==> config.mk <==
export PLATFORM = sky130hd
export DESIGN_NAME = priv_xfer_unit
export DESIGN_NICKNAME = d
export VERILOG_FILES = /design/src/rtl/priv_xfer_pkg.sv /design/src/rtl/priv_xfer_msr.sv /design/src/rtl/priv_xfer_calc.sv /design/src/rtl/priv_xfer_unit.sv
export SDC_FILE = /design/constraint.sdc
export NUM_CORES = 1
export LEC_CHECK = 0
export ABC_AREA = 1
export BUFFER_PORTS_ARGS = -buffer_cell sky130_fd_sc_hd__clkbuf_2
export CORE_ASPECT_RATIO = 0.6
export CORE_UTILIZATION = 46
export DETAILED_ROUTE_END_ITERATION = 6
export PLACE_DENSITY = 0.72
export SYNTH_ARGS = -nofsm -noshare
export SYNTH_HDL_FRONTEND = slang
export SYNTH_SLANG_ARGS = --single-unit
==> constraint.sdc <==
create_clock -name clk -period 2.5 [get_ports clk]
set_input_delay 0.125 -clock clk [delete_from_list [all_inputs] [get_ports clk]]
set_output_delay 0.125 -clock clk [all_outputs]
set_load 0.02 [all_outputs]
==> src/rtl/priv_xfer_pkg.sv <==
// Package: priv_xfer_pkg
// Shared selector type, request kinds, selector offsets and flag bit
// positions for the fast privilege-transition sequencer.
// Assumes 16-bit selectors whose two low bits carry the requested privilege.
package priv_xfer_pkg;

    localparam int SEL_W = 16;
    typedef logic [SEL_W-1:0] sel_t;

    // Kind of transition decided for the current request.
    typedef enum logic [1:0] {
        XF_NONE  = 2'd0,
        XF_ENTER = 2'd1,
        XF_EXIT  = 2'd2,
        XF_FAULT = 2'd3
    } xf_kind_e;

    // Selector offsets from the base selector.
    localparam sel_t OFS_ENTER_SS  = sel_t'(8);
    localparam sel_t OFS_EXIT_CS   = sel_t'(16);
    localparam sel_t OFS_EXIT_SS   = sel_t'(24);
    localparam sel_t OFS_EXIT64_CS = sel_t'(32);
    localparam sel_t OFS_EXIT64_SS = sel_t'(40);

    // Privilege levels.
    localparam logic [1:0] RING_KERNEL = 2'd0;
    localparam logic [1:0] RING_USER   = 2'd3;

    // Flag bit positions cleared on entry.
    localparam int FLAG_IF_BIT = 9;
    localparam int FLAG_RF_BIT = 16;
    localparam int FLAG_VM_BIT = 17;

    // Add an offset to a selector and replace its privilege field.
    function automatic sel_t make_sel(input sel_t base, input sel_t ofs,
                                      input logic [1:0] rpl);
        sel_t sum;
        sum = base + ofs;
        return {sum[SEL_W-1:2], rpl};
    endfunction

endpackage

==> src/rtl/priv_xfer_msr.sv <==
// Module: priv_xfer_msr
// Holds the base selector and the two full-width pointer registers, and
// serves the indexed write port and the combinational read port.
// Assumes the pointer registers sit at consecutive indices just above the
// base-selector index. Unmapped indices read zero and ignore writes.
module priv_xfer_msr
    import priv_xfer_pkg::*;
#(
    parameter int              XLEN     = 64,
    parameter int              IDX_W    = 12,
    parameter logic [IDX_W-1:0] IDX_BASE = 12'h174
) (
    input  logic             clk,
    input  logic             rst_n,
    input  logic             cfg_wr,
    input  logic [IDX_W-1:0] cfg_addr,
    input  logic [XLEN-1:0]  cfg_wdata,
    output logic [XLEN-1:0]  cfg_rdata,
    output sel_t             base_sel,
    output logic [XLEN-1:0]  kstack,
    output logic [XLEN-1:0]  kentry
);

    localparam int NWIDE = 2;   // stack pointer, then entry address

    sel_t            base_q;
    logic [XLEN-1:0] wide_val [NWIDE];

    // Base selector register: keeps only the selector width of write data.
    always_ff @(posedge clk) begin
        if (!rst_n) begin
            base_q <= '0;
        end else if (cfg_wr && cfg_addr == IDX_BASE) begin
            base_q <= cfg_wdata[SEL_W-1:0];
        end
    end

    // Full-width pointer registers at the indices following the base.
    for (genvar g = 0; g < NWIDE; g++) begin : g_wide
        localparam logic [IDX_W-1:0] MY_IDX = IDX_BASE + IDX_W'(g + 1);
        logic [XLEN-1:0] q;

        // Load this pointer register when its index is written.
        always_ff @(posedge clk) begin
            if (!rst_n) begin
                q <= '0;
            end else if (cfg_wr && cfg_addr == MY_IDX) begin
                q <= cfg_wdata;
            end
        end

        assign wide_val[g] = q;
    end

    // Read mux: zero-extended base, pointers, zero for anything else.
    always_comb begin
        cfg_rdata = '0;
        if (cfg_addr == IDX_BASE) begin
            cfg_rdata = {{(XLEN-SEL_W){1'b0}}, base_q};
        end else if (cfg_addr == IDX_BASE + IDX_W'(1)) begin
            cfg_rdata = wide_val[0];
        end else if (cfg_addr == IDX_BASE + IDX_W'(2)) begin
            cfg_rdata = wide_val[1];
        end
    end

    assign base_sel = base_q;
    assign kstack   = wide_val[0];
    assign kentry   = wide_val[1];

endmodule

==> src/rtl/priv_xfer_calc.sv <==
// Module: priv_xfer_calc
// Combinational next-state calculation for an entry or exit request:
// selectors, pointers, privilege and flags, plus the kind of transition.
// Assumes XLEN is above 32 so that the 32-bit narrowing mask is meaningful.
// Entry wins when both requests are present.
module priv_xfer_calc
    import priv_xfer_pkg::*;
#(
    parameter int XLEN   = 64,
    parameter int FLAG_W = 32
) (
    input  sel_t              base_sel,
    input  logic [XLEN-1:0]   kstack,
    input  logic [XLEN-1:0]   kentry,
    input  logic              mode64,
    input  logic              req_enter,
    input  logic              req_exit,
    input  logic              op64,
    input  logic [XLEN-1:0]   gpr_rdx,
    input  logic [XLEN-1:0]   gpr_rcx,
    input  logic [FLAG_W-1:0] flags_in,
    output xf_kind_e          kind,
    output sel_t              nx_cs,
    output sel_t              nx_ss,
    output logic [XLEN-1:0]   nx_ip,
    output logic [XLEN-1:0]   nx_sp,
    output logic [1:0]        nx_cpl,
    output logic [FLAG_W-1:0] nx_flags
);

    localparam logic [XLEN-1:0] LO32_MASK =
        {{(XLEN-32){1'b0}}, {32{1'b1}}};
    localparam logic [FLAG_W-1:0] ENTRY_CLR =
        (FLAG_W'(1) << FLAG_IF_BIT) |
        (FLAG_W'(1) << FLAG_RF_BIT) |
        (FLAG_W'(1) << FLAG_VM_BIT);

    logic            base_null;
    logic [XLEN-1:0] ip_raw;
    logic [XLEN-1:0] sp_raw;

    // A selector whose index and table bits are all zero is null.
    assign base_null = (base_sel[SEL_W-1:2] == '0);

    // Decide the transition kind, giving entry priority over exit.
    always_comb begin
        if (req_enter) begin
            kind = base_null ? XF_FAULT : XF_ENTER;
        end else if (req_exit) begin
            kind = base_null ? XF_FAULT : XF_EXIT;
        end else begin
            kind = XF_NONE;
        end
    end

    // Derive selectors and privilege from the base at fixed offsets.
    always_comb begin
        if (req_enter) begin
            nx_cs  = make_sel(base_sel, '0, RING_KERNEL);
            nx_ss  = make_sel(base_sel, OFS_ENTER_SS, RING_KERNEL);
            nx_cpl = RING_KERNEL;
        end else if (op64) begin
            nx_cs  = make_sel(base_sel, OFS_EXIT64_CS, RING_USER);
            nx_ss  = make_sel(base_sel, OFS_EXIT64_SS, RING_USER);
            nx_cpl = RING_USER;
        end else begin
            nx_cs  = make_sel(base_sel, OFS_EXIT_CS, RING_USER);
            nx_ss  = make_sel(base_sel, OFS_EXIT_SS, RING_USER);
            nx_cpl = RING_USER;
        end
    end

    // Pick pointer sources: own registers on entry, general registers on exit.
    always_comb begin
        ip_raw = req_enter ? kentry : gpr_rdx;
        sp_raw = req_enter ? kstack : gpr_rcx;
    end

    // Narrow pointers to 32 bits outside 64-bit mode.
    always_comb begin
        nx_ip = mode64 ? ip_raw : (ip_raw & LO32_MASK);
        nx_sp = mode64 ? sp_raw : (sp_raw & LO32_MASK);
    end

    // Clear interrupt, resume and virtual-8086 flags on entry only.
    always_comb begin
        nx_flags = req_enter ? (flags_in & ~ENTRY_CLR) : flags_in;
    end

endmodule

==> src/rtl/priv_xfer_unit.sv <==
// Module: priv_xfer_unit (top)
// Fast privilege-transition sequencer. It holds the configuration registers,
// computes the entry or exit state, and registers it with a one-cycle valid
// or fault pulse. Assumes a request is presented for one sampled edge and its
// side inputs are valid in that cycle. Reset is synchronous and active low.
module priv_xfer_unit
    import priv_xfer_pkg::*;
#(
    parameter int               XLEN     = 64,
    parameter int               FLAG_W   = 32,
    parameter int               IDX_W    = 12,
    parameter logic [IDX_W-1:0] IDX_BASE = 12'h174
) (
    input  logic              clk,
    input  logic              rst_n,
    input  logic              cfg_wr,
    input  logic [IDX_W-1:0]  cfg_addr,
    input  logic [XLEN-1:0]   cfg_wdata,
    output logic [XLEN-1:0]   cfg_rdata,
    input  logic              mode64,
    input  logic              req_enter,
    input  logic              req_exit,
    input  logic              op64,
    input  logic [XLEN-1:0]   gpr_rdx,
    input  logic [XLEN-1:0]   gpr_rcx,
    input  logic [FLAG_W-1:0] flags_in,
    output logic              upd_valid,
    output logic              gp_fault,
    output logic [15:0]       new_cs,
    output logic [15:0]       new_ss,
    output logic [XLEN-1:0]   new_ip,
    output logic [XLEN-1:0]   new_sp,
    output logic [1:0]        new_cpl,
    output logic [FLAG_W-1:0] new_flags
);

    sel_t              base_sel;
    logic [XLEN-1:0]   kstack;
    logic [XLEN-1:0]   kentry;
    xf_kind_e          kind;
    sel_t              nx_cs;
    sel_t              nx_ss;
    logic [XLEN-1:0]   nx_ip;
    logic [XLEN-1:0]   nx_sp;
    logic [1:0]        nx_cpl;
    logic [FLAG_W-1:0] nx_flags;
    logic              do_update;

    priv_xfer_msr #(
        .XLEN    (XLEN),
        .IDX_W   (IDX_W),
        .IDX_BASE(IDX_BASE)
    ) u_msr (
        .clk      (clk),
        .rst_n    (rst_n),
        .cfg_wr   (cfg_wr),
        .cfg_addr (cfg_addr),
        .cfg_wdata(cfg_wdata),
        .cfg_rdata(cfg_rdata),
        .base_sel (base_sel),
        .kstack   (kstack),
        .kentry   (kentry)
    );

    priv_xfer_calc #(
        .XLEN  (XLEN),
        .FLAG_W(FLAG_W)
    ) u_calc (
        .base_sel (base_sel),
        .kstack   (kstack),
        .kentry   (kentry),
        .mode64   (mode64),
        .req_enter(req_enter),
        .req_exit (req_exit),
        .op64     (op64),
        .gpr_rdx  (gpr_rdx),
        .gpr_rcx  (gpr_rcx),
        .flags_in (flags_in),
        .kind     (kind),
        .nx_cs    (nx_cs),
        .nx_ss    (nx_ss),
        .nx_ip    (nx_ip),
        .nx_sp    (nx_sp),
        .nx_cpl   (nx_cpl),
        .nx_flags (nx_flags)
    );

    assign do_update = (kind == XF_ENTER) || (kind == XF_EXIT);

    // Raise the one-cycle valid or fault pulse for the sampled request.
    always_ff @(posedge clk) begin
        if (!rst_n) begin
            upd_valid <= 1'b0;
            gp_fault  <= 1'b0;
        end else begin
            upd_valid <= do_update;
            gp_fault  <= (kind == XF_FAULT);
        end
    end

    // Load the state outputs on an accepted request; hold them otherwise.
    always_ff @(posedge clk) begin
        if (!rst_n) begin
            new_cs    <= '0;
            new_ss    <= '0;
            new_ip    <= '0;
            new_sp    <= '0;
            new_cpl   <= '0;
            new_flags <= '0;
        end else if (do_update) begin
            new_cs    <= nx_cs;
            new_ss    <= nx_ss;
            new_ip    <= nx_ip;
            new_sp    <= nx_sp;
            new_cpl   <= nx_cpl;
            new_flags <= nx_flags;
        end
    end

    localparam logic [FLAG_W-1:0] CLR_CHK =
        (FLAG_W'(1) << FLAG_IF_BIT) |
        (FLAG_W'(1) << FLAG_RF_BIT) |
        (FLAG_W'(1) << FLAG_VM_BIT);

    AST_PULSE_EXCLUSIVE: assert property (@(posedge clk) disable iff (!rst_n)
        !(upd_valid && gp_fault));

    AST_IDLE_QUIET: assert property (@(posedge clk) disable iff (!rst_n)
        !(req_enter || req_exit) |=> (!upd_valid && !gp_fault));

    AST_HOLD_STATE: assert property (@(posedge clk) disable iff (!rst_n)
        !upd_valid |-> ($stable(new_cs) && $stable(new_ss) && $stable(new_ip)
                        && $stable(new_sp) && $stable(new_cpl)));

    AST_CPL_LEGAL: assert property (@(posedge clk) disable iff (!rst_n)
        upd_valid |-> (new_cpl == RING_KERNEL || new_cpl == RING_USER));

    AST_ENTRY_SEL: assert property (@(posedge clk) disable iff (!rst_n)
        (upd_valid && new_cpl == RING_KERNEL) |->
        (new_cs[1:0] == 2'd0 && new_ss == sel_t'(new_cs + sel_t'(8))));

    AST_ENTRY_FLAGS: assert property (@(posedge clk) disable iff (!rst_n)
        (upd_valid && new_cpl == RING_KERNEL) |->
        ((new_flags & CLR_CHK) == '0));

    AST_EXIT_SEL: assert property (@(posedge clk) disable iff (!rst_n)
        (upd_valid && new_cpl == RING_USER) |->
        (new_cs[1:0] == 2'd3 && new_ss == sel_t'(new_cs + sel_t'(8))));

    AST_NARROW_PTR: assert property (@(posedge clk) disable iff (!rst_n)
        (upd_valid && !$past(mode64)) |->
        (new_ip[XLEN-1:32] == '0 && new_sp[XLEN-1:32] == '0));

    AST_FAULT_NULL: assert property (@(posedge clk) disable iff (!rst_n)
        gp_fault |-> ($past(base_sel[SEL_W-1:2]) == '0));

    AST_BOTH_ENTER: assert property (@(posedge clk) disable iff (!rst_n)
        (upd_valid && $past(req_enter && req_exit)) |->
        (new_cpl == RING_KERNEL));

endmodule

==> results of run 1 <==
[sequential cells by signal, summed over array words and instances, names as in the netlist]
register and flops:
gp_fault 1, new_cs 15, u_msr.kstack 64, new_ip 64, new_sp 64, upd_valid 1, new_flags 32, new_ss 13
u_msr.base_sel 16, u_msr.kentry 64
[repair_timing]
item / CTS / global route
endpoints found under the hold margin: 251 / 0
hold buffers: 202 / 0
setup endpoints to repair: 0 / 13
resized for setup: 0 / 3
[final cells by class]
class / count / area, sq um / share of cell area [%]
Multi-Input combinational cell: 1622 / 7400 / 34.3
Tap cell: 450 / 563 / 2.61
Inverter: 145 / 554 / 2.57
Clock inverter: 10 / 150 / 0.697
Clock buffer: 52 / 1050 / 4.88
Antenna cell: 5 / 12.5 / 0.0580
Timing Repair Buffer: 759 / 5140 / 23.9
Sequential cell: 334 / 6690 / 31.0
[stage by stage]
step	area, sq um	total power [uW]
after global placement	18300	7580
final	21600	13400
after global routing	21600	13900
after CTS	21500	13400
after floorplan	15400	6830
after detailed placement	18300	7610
[cell families after synthesis]
kind of cell    after synthesis  share of synthesized area, %
compound gates              499                          16.7
xor+xnor                     11                         0.624
fa+ha+maj                     7                         0.616
buf+inv                     336                          8.99
flops                       334                          43.3
simple gates               1105                          29.7
[synth_stat cells, drive strengths merged]
cell type | instances | area, sq um
nor2 | 485 | 1860
nand2 | 424 | 1600
dfxtp | 334 | 6690
a21oi | 255 | 1280
o21ai | 194 | 971
inv | 145 | 544
clkbuf | 102 | 383
nand3 | 92 | 460
buf | 89 | 460
nand4 | 85 | 532
o22ai | 32 | 200
nand3b | 16 | 120
o211ai | 16 | 120
xor2 | 11 | 96.3
ha | 6 | 75.1
nor3 | 3 | 20.0
a41oi | 1 | 8.76
fa | 1 | 20.0
o21bai | 1 | 7.51
[worst max-delay path, cell delays in order, from the launching register on]
cell and delay (ns):
dfxtp_1 0.31, inv_1 0.12, nand4_1 0.14, nor3_1 0.22
nand2_1 0.08, a21oi_1 0.21, ha_4 0.26, buf_4 0.19
inv_8 0.18, buf_12 0.21, a21oi_1 0.11, a21oi_1 0.20
[worst paths after layout]
| check | endpoint | from | slack [ns] | cells past startpoint |
|---|---|---|---|---|
| hold / removal | new_ip[35] | gpr_rdx[35] | 0.03 | 5 |
| setup / recovery | new_ip[25] | u_msr.base_sel[11] | 0.18 | 11 |
| hold reg to reg | new_sp[48] | new_sp[48] | 0.47 | 2 |
| setup reg to reg | new_ip[25] | u_msr.base_sel[11] | 0.18 | 11 |
[where the power goes]
| group | switching, uW | total, uW | internal [uW] |
|---|---|---|---|
| Sequential | 133 | 5690 | 5550 |
| Combinational | 1350 | 2150 | 806 |
| Clock | 2230 | 5560 | 3330 |
| Total | 3710 | 13400 | 9690 |
[layer usage]
layer  part of all wire, %  track usage [%]  vias to the layer above
met5                     0                0                        -
met4                   3.7             13.2                        0
met3                    10             8.34                      188
met2                    44             54.7                     1054
met1                    42             48.0                     8608
li1                      -                -                     8666
==> flow_summary.toml, run 1 <==
[cells_and_area]
fin_nets = 3147
layout-drive-gt1-share_pct = 21.6
layout_commonest_cell = "clkbuf_2"
instances_no_fill = 3377
layout_common_cells = "499 x clkbuf_2, 479 x nor2_1, 420 x nand2_1"
fin_util_pct = 65.8
area_growth_pct = 39.6
fillers = 2760

[floorplan]
core_area_sq_mm = 0.0327
rows = 51
initial_core_util_pct = 47.2
dieArea_sq_mm = 0.0343
die_w_um = 239
pin_count = 503
die_h_um = 144

[clock_network]
clock-sinks = 334
cts_tree = "built"
cts-htree-levels = 2
clock_tree.root_cell = "clkbuf_16"
clk_latency_ns = 0.52
numCtsBuffers = 35
post_cts_buffers = 0
clkTransAtPathRegs_ns = 0.06
cts_max_path_buffers = 3

[power_and_ir_drop]
ir_drop_v = 0.000454
p_leak_uw = 0.00987
powerDensity_mw_per_mm2 = 621

[detailed_routing]
drc = 0
vias = 18500
antenna_left = 0
routed_wl_um = 63400
wl_per_cell_um = 18.8
drt_iter0_markers = 1738
first_pass_iters = 6
viasPerCell = 5.48

[placement]
dp_worst_setup_slack_ns = 0.113
dpl.cell_count = 3108
dpl.hpwl_um = 40900
io_buffers = 502
gp_congestion = 0.945

[sta]
hold_slack_ns = 0.0345
max_freq_mhz = 430
rsz0062_at_grt = "no"
setup-tns-final_ns = 0
tightest_slew_ns = 1.08
max_slew_margin_pct = 27.9
hold_viol_final = 0
fin_skew_ns = 0.0117
slew_violations = 0
fin_crit_ns = 2.32
final-setup-viol-count = 0
setup_slack_ns = 0.177
finalCritPeriodShare_pct = 92.9

[worst_setup_path]
critPathKind = "reg2reg"
startpoint_type = "flip-flop"
critical_path.endpoint_type = "flip-flop"
cp.required_ns = 2.93
path_max_fanout = 26
worstPathArrival_ns = 2.76

[global_routing]
grt-ovfl-total = 0
antenna_found_initial = 5
grt_pass1_wl_um = 95900
grt_pass1_vias = 17200
grt_usage_pct = 35.4
grt_max_degree = 252

[synthesis]
syn_area_per_cell_sq_um = 6.74
syn-num-nets = 2542
synth_warnings = 0
synth_cell_types = 28
ys_ff_latch = 334
yosysSeqAreaShare_pct = 43.3
postSynthCellCount = 2292
syn_area_sq_mm = 0.0154

[status]
status = "finished clean"

[run]
drv_cap = 0

[min_path]
hp-class = "in2reg"
Note: power is estimated with default switching activity, not from simulation.
==> run 2: changes to the inputs <==
--- a/config.mk
+++ b/config.mk
@@ -11,6 +11,7 @@
 export CORE_UTILIZATION = 46
 export DETAILED_ROUTE_END_ITERATION = 6
 export PLACE_DENSITY = 0.72
+export REMOVE_ABC_BUFFERS = 1
 export SYNTH_ARGS = -nofsm -noshare
 export SYNTH_HDL_FRONTEND = slang
 export SYNTH_SLANG_ARGS = --single-unit
==> run 2 against run 1 <==
Against the previous run:
- cell count increased by 1.0%
- sequential cell count stayed put
- via count is 1.2% higher
- maximum frequency shrank 0.84%
- critical path type unchanged
==> flow_summary.toml, run 2 (synthesis gave the netlist of run 1 again) <==
[worst_setup_path]
path_max_fanout = 65
critical_path.endpoint_type = "flip-flop"
critPathKind = "reg2reg"
r2r_setup_slack_ns = 0.16
cp.required_ns = 2.94
worst-r2r-cell-count = 11
rr_startpoint = "u_msr.base_sel[12]"
startpoint_type = "flip-flop"
r2r-end = "new_sp[16]"
worstPathArrival_ns = 2.79

[sta]
tightest_slew_ns = 0.959
finalCritPeriodShare_pct = 93.7
fin_crit_ns = 2.34
max_slew_margin_pct = 36.1
setup-tns-final_ns = 0
fin_skew_ns = 0.0246
hold_slack_ns = 0.0152
max_freq_mhz = 427
rsz0062_at_grt = "no"
final-setup-viol-count = 0
slew_violations = 0
hold_viol_final = 0

[floorplan]
core_area_sq_mm = 0.0327
initial_core_util_pct = 47.2
rows = 51
pin_count = 503
die_h_um = 144
die_w_um = 239
dieArea_sq_mm = 0.0343

[global_routing]
grt_pass1_vias = 17500
grt_pass1_wl_um = 94900
grt_usage_pct = 34.7
grt_max_degree = 107
antenna_found_initial = 4
grt-ovfl-total = 0

[power_and_ir_drop]
p_comb_share_pct = 16.1
ir_drop_v = 0.000549
p_sw_uw = 3750
p_int_uw = 9780
p_leak_uw = 0.0101
pwr-share-clk_pct = 41.8
seq_power_share_pct = 42.0
powerDensity_mw_per_mm2 = 617
power_uw = 13500
switching_share_pct = 27.7

[run]
drv_cap = 0

[clock_network]
ctsResizeCount = 0
clock_tree.root_cell = "clkbuf_16"
clkTransAtPathRegs_ns = 0.07
cts_max_path_buffers = 3
cts_tree = "built"
clk_latency_ns = 0.53
holdBufCountCts = 217
clock-sinks = 334
numCtsBuffers = 34
post_cts_buffers = 0
cts-htree-levels = 2

[detailed_routing]
vias = 18700
viasPerCell = 5.49
drc = 0
wl_per_cell_um = 18.2
first_pass_iters = 6
antenna_left = 0
routed_wl_um = 62200
drt_iter0_markers = 2032

[cells_and_area]
fin_nets = 3182
layout_common_cells = "499 x clkbuf_2, 478 x nor2_1, 420 x nand2_1"
layout_commonest_cell = "clkbuf_2"
fin_util_pct = 67.0
area_growth_pct = 42.1
fillers = 2733
layout-drive-gt1-share_pct = 22.2

[placement]
gp_congestion = 0.905
io_buffers = 502
dpl.hpwl_um = 39900

[min_path]
whs_path_depth = 5
worstHoldStart = "cfg_wdata[31]"
hp-class = "in2reg"
holdPathEnd = "u_msr.kstack[31]"

[status]
status = "finished clean"
[run 2: changes by cell type in the layout (fill, tap and decap cells not counted), sizes merged]
cell         previous run  this run
clkinvlp                0         1
dlygate4sd3           202       217
clkbuf                551       548
buf                    58        79
clkinv                  8        10
diode                   5         4
[run 2: through the flow]
step | cell area, sq um | setup slack, ns | cells
floorplan | 14600 | -3.37 | 2101
global placement | 18500 | 0.312 | 3129
detailed placement | 18500 | 0.306 | 3129
CTS | 21900 | 0.287 | 3408
global route | 21900 | 0.0571 | 3412
finish | 21900 | 0.157 | 3412
[run 2: metal layers]
| metal | GRT usage (%) | wire, um |
|---|---|---|
| met4 | 16.5 | 2860 |
| met5 | 0 | 0 |
| met3 | 7.89 | 6040 |
| met2 | 56.1 | 28200 |
| met1 | 44.1 | 25100 |
[run 2: power groups by stage]
| stage | logic, uW | registers (uW) | clock network, uW |
|---|---|---|---|
| after detailed placement | 1830 | 5790 | 0 |
| after CTS | 2120 | 5680 | 5680 |
| final | 2180 | 5690 | 5660 |
| after floorplan | 623 | 6060 | 0 |
| after global routing | 2340 | 5700 | 5910 |
| after global placement | 1800 | 5790 | 0 |
[run 2: layout make-up]
class	instances	area, sq um	area share (%)
multi-input cells	1622	7400	33.7
flip-flops and latches	334	6690	30.5
repair buffers	795	5490	25.0
clock buffers	49	1060	4.84
well taps	450	563	2.57
inverters	145	552	2.51
clock inverters	13	175	0.798
diodes	4	10.0	0.0456
[run 2: critical path: stages (launching register included)]
cell and delay (ns):
dfxtp_1 0.31, inv_1 0.12, nand4_1 0.11, nor3_1 0.14, buf_4 0.17, nand2_1 0.05, a21oi_1 0.21, ha_4 0.22
buf_12 0.24, buf_12 0.26, o21ai_0 0.14, a21oi_1 0.17
[run 2: how the worst max path moves through the flow]
stage | to | startpoint | cells after the start | slack (ns)
floorplan | new_sp[32] | req_enter | 7 | -3.37
global placement | new_ss[15] | u_msr.base_sel[12] | 13 | 0.31
detailed placement | new_ip[24] | u_msr.base_sel[12] | 11 | 0.31
CTS | new_ip[14] | u_msr.base_sel[12] | 11 | 0.29
global route | new_sp[40] | u_msr.base_sel[11] | 12 | 0.06
finish | new_sp[16] | u_msr.base_sel[12] | 11 | 0.16
==> run 3: changes to the inputs <==
--- a/config.mk
+++ b/config.mk
@@ -10,7 +10,9 @@
 export CORE_ASPECT_RATIO = 0.6
 export CORE_UTILIZATION = 46
 export DETAILED_ROUTE_END_ITERATION = 6
+export MAX_ROUTING_LAYER = met4
 export PLACE_DENSITY = 0.72
+export RECOVER_POWER = 100
 export REMOVE_ABC_BUFFERS = 1
 export SYNTH_ARGS = -nofsm -noshare
 export SYNTH_HDL_FRONTEND = slang
==> run 3 against run 2 <==
Against the previous run:
- the flow now finishes with violations (max-capacitance violations, max-slew violations)
- first-iteration DRC count rose by 5.4%
- cell count is essentially flat
- setup slack got worse by 0.029 ns
- wire length grew 0.26%
- die area did not move
- utilization shrank 1.4 points
- combinational power shrank 3%
- non-clock buffer count stayed put
- largest cell class unchanged
==> flow_summary.toml, run 3 (synthesis gave the netlist of run 1 again) <==
[clock_network]
clkTransAtPathRegs_ns = 0.06
cts_tree = "built"
cts-htree-levels = 2
clk_latency_ns = 0.52
holdBufCountCts = 217
ctsResizeCount = 0
cts_max_path_buffers = 3
numCtsBuffers = 34
clock-sinks = 334
post_cts_buffers = 0
clock_tree.root_cell = "clkbuf_16"

[run]
drv_cap = 1

[sta]
tightest_slew_ns = 1.67
max_slew_margin_pct = -11.1
fin_skew_ns = 0.0223
rsz0062_at_grt = "no"
finalCritPeriodShare_pct = 94.9
final-setup-viol-count = 0
slew_violations = 28
fin_crit_ns = 2.37
max_freq_mhz = 422
hold_viol_final = 0

[detailed_routing]
viasPerCell = 5.50
first_pass_iters = 6
wl_per_cell_um = 18.3
antenna_left = 0
drt_iter0_markers = 2141
vias = 18800
drc = 0
routed_wl_um = 62400

[floorplan]
rows = 51
die_w_um = 239
die_h_um = 144
dieArea_sq_mm = 0.0343
initial_core_util_pct = 47.2
pin_count = 503
core_area_sq_mm = 0.0327

[worst_setup_path]
path_max_fanout = 22
critical_path.endpoint_type = "output pin"
critical_path.max_stage_delay_ns = 0.48
cp_cell_sequence = "clkbuf_2 -> inv_1 -> nand2_1 -> nor2_1 -> nand2_1 -> nor2_1 -> nand2_2 -> clkbuf_2 -> o22ai_1 -> clkbuf_1"
r2r_setup_slack_ns = 0.17
startpoint_type = "input pin"
path_depth = 10
cp_top_family = "simple AND/OR/NAND/NOR gates"
worst-r2r-cell-count = 12
cp_num_buf_inv = 4
worstPathArrival_ns = 2.25
cp.required_ns = 2.38
critPathKind = "in2out"
crit_slowest_cell = "nand2_2"

[power_and_ir_drop]
power_uw = 13500
p_leak_uw = 0.00914
ir_drop_v = 0.000549
powerDensity_mw_per_mm2 = 626

[min_path]
whs_path_depth = 5
hp-class = "in2reg"

[cells_and_area]
fin_nets = 3182
layout_commonest_cell = "nor2_1"
area_growth_pct = 39.3
regArea_sq_mm = 0.00669
fillers = 2914
instances_no_fill = 3413
layout_common_cells = "480 x nor2_1, 420 x nand2_1, 334 x dfxtp_1"
multi_input_comb_area_sq_mm = 0.00738
layout-drive-gt1-share_pct = 13.2

[placement]
io_buffers = 502
gp_congestion = 0.921
dpl.cell_count = 3129
dpl.hpwl_um = 39900

[global_routing]
antenna_found_initial = 4
grt_pass1_vias = 17500
grt_usage_pct = 35.8
grt-ovfl-total = 0
grt_pass1_wl_um = 94900
grt_max_degree = 107

[status]
status = "complete, but fails checks"
violations = "max-capacitance violations, max-slew violations"
==> run 3: changes by cell type in the layout (fill, tap and decap cells not counted), sizes merged <==
cell / before / now
clkbuf: 548 / 566
buf: 79 / 61
diode: 4 / 5
==> run 3: final cells by class <==
class                           instances  area share, %
Inverter                              145           2.57
Sequential cell                       334           31.1
Timing Repair Buffer                  795           23.6
Clock buffer                           49           4.94
Multi-Input combinational cell       1622           34.3
Antenna cell                            5         0.0582
Tap cell                              450           2.62
Clock inverter                         13          0.815
==> run 3: routing by layer <==
metal	vias to the layer above	global-route usage (%)	routed length (um)
met4	0	16.1	2760
met3	234	7.43	6030
met5	-	-	0
met1	8634	44.6	25300
met2	1167	56.1	28300
li1	8740	-	-
==> run 3: worst paths after layout <==
kind	from	endpoint
max	cfg_addr[9]	cfg_rdata[48]
min	cfg_wdata[31]	u_msr.kstack[31]
max reg2reg	u_msr.base_sel[12]	new_ip[50]
min reg2reg	new_sp[52]	new_sp[52]
==> run 3: report_power, final <==
group | switching [uW] | internal [uW] | leakage [uW]
logic | 1330 | 779 | 0.00581
registers | 133 | 5550 | 0.00272
clock network | 2280 | 3380 | 0.000613
==> run 3: worst min-delay path: stages <==
cell	delay [ns]
clkbuf_2	0.11
inv_1	0.09
nand3_1	0.08
nand2_1	0.06
nor2_1	0.04
==> run 3: through the flow <==
step	hold slack, ns	TNS (ns)	instance area [sq um]	util [%]	setup slack (ns)
floorplan	0.218	-847.14	14600	-	-3.37
global placement	0.347	0	18500	56.6	0.312
detailed placement	0.354	0	18500	56.6	0.306
CTS	0.00219	0	21900	67.0	0.287
global route	0.0257	0	21500	65.7	0.0353
finish	0.0115	0	21500	65.7	0.128
